<file path="config.mk">
export PLATFORM = sky130hd
export DESIGN_NAME = dr4_link
export DESIGN_NICKNAME = d
export VERILOG_FILES = /design/src/rtl/dr4_link.sv
export SDC_FILE = /design/constraint.sdc
export NUM_CORES = 1
export LEC_CHECK = 0
export ABC_AREA = 1
export BUFFER_PORTS_ARGS = -buffer_cell sky130_fd_sc_hd__clkbuf_2
export CORE_MARGIN = 1.5
export CORE_UTILIZATION = 30
export DETAILED_ROUTE_END_ITERATION = 10
export GPL_TIMING_DRIVEN = 0
export HOLD_SLACK_MARGIN = 0.08
export SLEW_MARGIN = 20
export SYNTH_ARGS = -nofsm -noshare
export SYNTH_HDL_FRONTEND = slang
export SYNTH_SLANG_ARGS = --single-unit
export TNS_END_PERCENT = 1
</file>
<file path="constraint.sdc">
create_clock -name clk -period 2.1 [get_ports clk]
set_input_delay 0.63 -clock clk [delete_from_list [all_inputs] [get_ports clk]]
set_output_delay 0.63 -clock clk [all_outputs]
set_load 0.01 [all_outputs]
</file>
<file path="src/rtl/dr4_link.sv">
module dr4_link #(
  parameter int W = 8
) (
  input  logic         clk,
  input  logic         rst_n,
  input  logic [W-1:0] in_data,
  input  logic         in_valid,
  output logic         in_ready,
  output logic [W-1:0] tx_rail_t,
  output logic [W-1:0] tx_rail_f,
  input  logic         tx_ack,
  input  logic [W-1:0] rx_rail_t,
  input  logic [W-1:0] rx_rail_f,
  output logic         rx_ack,
  output logic [W-1:0] rx_data,
  output logic         rx_strobe,
  output logic         rx_err
);

  typedef enum logic [1:0] {TX_IDLE, TX_DATA, TX_RTZ} tx_st_e;

  tx_st_e tx_st;
  logic   ack_s1, ack_s2;

  always_ff @(posedge clk or negedge rst_n) begin
    if (!rst_n) begin
      ack_s1 <= 1'b0;
      ack_s2 <= 1'b0;
    end else begin
      ack_s1 <= tx_ack;
      ack_s2 <= ack_s1;
    end
  end

  assign in_ready = (tx_st == TX_IDLE) && !ack_s2;

  always_ff @(posedge clk or negedge rst_n) begin
    if (!rst_n) begin
      tx_st     <= TX_IDLE;
      tx_rail_t <= '0;
      tx_rail_f <= '0;
    end else begin
      case (tx_st)
        TX_IDLE: if (in_valid && !ack_s2) begin
          tx_rail_t <= in_data;
          tx_rail_f <= ~in_data;
          tx_st     <= TX_DATA;
        end
        TX_DATA: if (ack_s2) begin
          tx_rail_t <= '0;
          tx_rail_f <= '0;
          tx_st     <= TX_RTZ;
        end
        TX_RTZ: if (!ack_s2) tx_st <= TX_IDLE;
        default: tx_st <= TX_IDLE;
      endcase
    end
  end

  AST_TX_NO_BOTH_HIGH: assert property (@(posedge clk) disable iff (!rst_n)
    (tx_rail_t & tx_rail_f) == '0);
  AST_READY_ONLY_EMPTY: assert property (@(posedge clk) disable iff (!rst_n)
    in_ready |-> ((tx_rail_t | tx_rail_f) == '0));
  AST_CODE_HELD: assert property (@(posedge clk) disable iff (!rst_n)
    (tx_st == TX_DATA && !ack_s2) |=> ($stable(tx_rail_t) && $stable(tx_rail_f)));
  AST_CLEAR_AFTER_ACK: assert property (@(posedge clk) disable iff (!rst_n)
    (tx_st == TX_DATA && ack_s2) |=> ((tx_rail_t | tx_rail_f) == '0));
  AST_START_ACK_LOW: assert property (@(posedge clk) disable iff (!rst_n)
    $rose(|(tx_rail_t | tx_rail_f)) |-> !$past(ack_s2));

  logic [W-1:0] rt1, rf1, rt2, rf2;
  logic         all_valid, any_bad, all_spacer;

  always_ff @(posedge clk or negedge rst_n) begin
    if (!rst_n) begin
      rt1 <= '0;
      rf1 <= '0;
      rt2 <= '0;
      rf2 <= '0;
    end else begin
      rt1 <= rx_rail_t;
      rf1 <= rx_rail_f;
      rt2 <= rt1;
      rf2 <= rf1;
    end
  end

  assign all_valid  = &(rt2 ^ rf2);
  assign any_bad    = |(rt2 & rf2);
  assign all_spacer = ~|(rt2 | rf2);

  always_ff @(posedge clk or negedge rst_n) begin
    if (!rst_n) begin
      rx_ack    <= 1'b0;
      rx_data   <= '0;
      rx_strobe <= 1'b0;
      rx_err    <= 1'b0;
    end else begin
      rx_err    <= any_bad;
      rx_strobe <= 1'b0;
      if (!rx_ack) begin
        if (all_valid) begin
          rx_ack    <= 1'b1;
          rx_data   <= rt2;
          rx_strobe <= 1'b1;
        end
      end else if (all_spacer) begin
        rx_ack <= 1'b0;
      end
    end
  end

  AST_ACK_RISE_COMPLETE: assert property (@(posedge clk) disable iff (!rst_n)
    $rose(rx_ack) |-> $past(all_valid));
  AST_STROBE_ON_RISE: assert property (@(posedge clk) disable iff (!rst_n)
    rx_strobe |-> $rose(rx_ack));
  AST_ACK_FALL_EMPTY: assert property (@(posedge clk) disable iff (!rst_n)
    $fell(rx_ack) |-> $past(all_spacer));
  AST_ERR_NO_ACCEPT: assert property (@(posedge clk) disable iff (!rst_n)
    rx_err |-> !rx_strobe);

endmodule

</file>
-- Word-level counts from Yosys, hierarchy flattened
Cells that the tools add are included.
- output and inout bits: 28
- register bits: 63
- input bits: 28
- equality and inequality tests: 5
- mux-type cells: 13
- reductions and logical operators: 11
- bitwise operators: 5
- operators by type and width (operator ; number):
    8-bit one-hot mux with 2 select lines ; 2
    8-bit two-way mux ; 3
    8-bit OR reduction ; 2
    9-bit AND reduction ; 1
    8-bit AND ; 1
    8-bit inverter ; 1
    8-bit bitwise OR ; 1
    8-bit AND reduction ; 1
    8-bit bitwise XOR ; 1
    2-bit two-way mux ; 3
    2-bit one-hot mux with 3 select lines ; 1
    3-bit AND reduction ; 2
    1-bit two-way mux ; 4
    2-bit inequality test, second input constant ; 2
    2-bit by 1-bit equality test with 1-bit output, second input constant ; 1
    2-bit equality test, second input constant ; 1
    1-bit logical AND ; 2
    2-bit logical NOT ; 1
    2-bit by 1-bit inequality test with 1-bit output, second input constant ; 1
    2-bit nonzero test ; 1
    1-bit logical NOT ; 1
    1-bit inverter ; 1

-- Depth between registers and ports, before layout
- depth in word-level cells: 4
- gate-level depth with buffers: 7
- depth with buffers taken out: 7

-- Worst setup path after synthesis
OpenSTA, ideal clock, no wires.
- path kind: flip-flop to output port
- start point: reg tx_st[0]
- end point: out in_ready
- stages on the path, launching flop included: 2
- slack: 0.673 ns
- data required time: 1.470 ns
- data arrival time: 0.797 ns
- cells stage by stage: dfrtp_1 nor3_2
- longest elaborated chain between the ends: 2
- RTL lines (what ; line ; source):
    start, declared ; 22 ; tx_st_e tx_st;
    start signal, assigned ; 39 ; tx_st <= TX_IDLE;
    start signal, assigned ; 47 ; tx_st <= TX_DATA;
    start signal, assigned ; 52 ; tx_st <= TX_RTZ;
    2-bit logical NOT ; 35 ; assign in_ready = (tx_st == TX_IDLE) && !ack_s2;
    1-bit logical AND ; 35 ;
    end, declared ; 8 ; output logic in_ready,
No other way between the ends.

-- Final worst setup path
Ends and elaborated chain as after synthesis.

==> results_dict.tcl <==
set metrics [dict create \
    maxCapViolations 0 \
    grt_usage_pct 11.6 \
    syn_inst 199 \
    yosys-top-cells-count "dfrtp_1 (63), nand2_1 (38), nand3_1 (20)" \
    fin_crit_sh_pct 93.3 \
    grt_pass1_wl_um 7370 \
    insertion_delay_ps 330 \
    cts_buffers 9 \
    antennaDiodeCount 0 \
    crit_slowest_cell "dfrtp_1" \
    worstSetupPathType "flip-flop to primary output" \
    route.final.wire_length_um 4230 \
    crit_buf_inv 1 \
    cp.required_ps 1470 \
    die_w_um 92.2 \
    syn_avg_cell_area_um2 12.0 \
    htree_num_levels 3 \
    crit_path_max_incr_delay_ps 430 \
    async_flop_share_pct 100 \
    setup.worst_path.end_class "primary output" \
    critPathMaxFanout 7 \
    ys_seq_area_share_pct 66.0 \
    drc 0 \
    synth_most_common_cell "dfrtp_1" \
    cts_buffer_depth 2 \
    ys_ff_latch 63 \
    first_pass_iters 4 \
    start_util_pct 30.9 \
    fin_crit_ps 1960 \
    crit_chain "nor3_4, clkbuf_2" \
    rows 32 \
    die_area_um2 8510 \
    core_um2 7730 \
    finalSetupTns_ps 0 \
    hold_buffers 0 \
    worstMarginPinSlew_ps 343 \
    leakage_nw 1.60 \
    final_nets 309 \
    hpwl_um 3100 \
    critPathTopFamily "flip-flops" \
    setup_violations 0 \
    die_h_um 92.2 \
    rsz0062_at_grt "no" \
    hold_slack_ps 203 \
    synth_warnings 0 \
    dr_total_vias 1582 \
    grt_pass1_vias 1634 \
    port_buffers 54 \
    slew_headroom_pct 77.1 \
    slew_violations 0 \
    multi_input_area_um2 697 \
    hold_viol 0 \
    synthTopCellsByArea "dfrtp_1 (66%), ha_1 (8.4%), nand2_1 (6.0%)" \
    viasPerCell 4.26 \
    cts_tree "yes" \
    power_w 0.00302 \
    top_level_ports 56 \
    synth_area_um2 2390 \
    worst_clock_skew_ps 6.25 \
    synthFlopType "dfrtp_1" \
    ant_nets 0 \
    peakVddDrop_mv 0.502 \
    area_growth_pct 25.8 \
    synth.distinct_cells 19 \
    overflow 0 \
    postCtsSetupBuffers 0 \
    synth_top_cell_area_share_pct 66.0 \
    n_fill_cell 761 \
    clock.fmax_ghz 0.511 \
    hold_class "primary input to async pin" \
    grt_max_degree 44 \
    drt_iter0_drc 30 \
    startpoint_type "flip-flop" \
    synth_nets 243 \
    detail_route.wl_per_cell_um 11.4 \
    crit_arrival_ps 1330 \
    antenna_found_initial 0 \
    outcome "finished clean" \
    synth_area_leader_cell "dfrtp_1" \
    cts-root-buf "clkbuf_8" \
    path_clk_slew_ps 70 \
    rrSetupSlack_ps 600 \
    gp_congestion 0.775 \
    cts_num_sinks 63 \
    pwr_density_cell_nw_per_um2 1000 \
    layoutNonFillerInstCount 371 \
    synth-edff-count 0 \
    dp.cells 356 \
    regArea_um2 1580 \
    layout-drive-gt1-share_pct 33.8 \
]
[power by group]
| part | switching (W) | internal, W |
|---|---|---|
| registers | 0.000102 | 0.00138 |
| clock network | 0.000424 | 0.000575 |
| logic | 0.000308 | 0.000227 |
[cell families after synthesis]
family / after synthesis / synth area share, %
adder cells (fa/ha/maj): 16 / 8.38
AND/OR/NAND/NOR: 84 / 17.2
AO/OA/AOI/OAI: 10 / 3.35
buffers and inverters: 26 / 5.08
flip-flops: 63 / 66.0
[per-layer routing]
layer	wire [um]	vias up	track usage (%)	part of all wire, %
met4	78	0	5.38	1.8
met3	400	9	6.80	9.5
met1	1680	746	12.2	40
met2	2070	52	18.4	49
met5	0	-	0	0
li1	-	775	-	-
[state kept, by name (all words and copies together) (netlist names)]
register / count
ack_s1: 1
ack_s2: 1
rf1: 8
rf2: 8
rt1: 8
rt2: 8
rx_ack: 1
rx_data: 8
rx_err: 1
rx_strobe: 1
tx_rail_f: 8
tx_rail_t: 8
tx_st: 2
[placed cells by master (no fill, tap or decap)]
cell type  count
dfrtp_1       63
buf_6          3
clkbuf_8      10
clkbuf_2      53
nor2_1         8
clkbuf_1       2
buf_2          1
nor2_4         2
nand3_2        3
nand2_1       38
inv_1         19
buf_12         1
ha_1          16
clkinv_1       1
inv_2          2
clkinv_2       1
clkinv_4       1
a21oi_2        2
o21ai_2        6
o21ai_1        2
nor3_4         1
nand3_1       20
clkbuf_4       1
nand4_1        9
nor2_2         2
bufinv_16      1
nand2_2        1
[cell type report]
cell class / count / share of cell area [%]
inverters: 22 / 2.75
multi-input cells: 110 / 23.2
well taps: 102 / 4.25
plain buffers: 4 / 1.29
repair buffers: 55 / 9.75
clock buffers: 12 / 4.83
flip-flops and latches: 63 / 52.5
clock inverters: 3 / 1.46
[through the flow]
stage                     setup WS (ps)  utilization, %  area [um2]
after floorplan                     673               -        2390
after global placement             72.0            36.1        2790
after detailed placement            391            36.4        2810
after CTS                          1.78            38.8        3000
after global routing               66.4            38.9        3000
final                               141            38.9        3000
[final timing paths]
path | from | endpoint | depth (start not counted)
min in group clk | rt1[6] | rt2[6] | 0
worst max register to register | rt2[5] | rx_data[4] | 7
worst min-delay path | rst_n | rx_strobe | 1
worst max-delay path | tx_st[0] | in_ready | 2
worst min register to register | rt1[6] | rt2[6] | 0
max in group asynchronous | rst_n | rt2[7] | 2
[worst register-to-register path, stage by stage, from the launching register on]
cell	delay, ps
dfrtp_1	380
inv_1	60
ha_1	270
nand2_1	80
nor2_4	210
nand3_2	230
nand2_1	120
nand2_1	50
[timing repair]
action	CTS	global route
gates resized for setup	0	1
hold endpoints to repair	0	0
endpoints found under the setup margin	0	1
No activity file was read; power rests on OpenSTA's default activity.
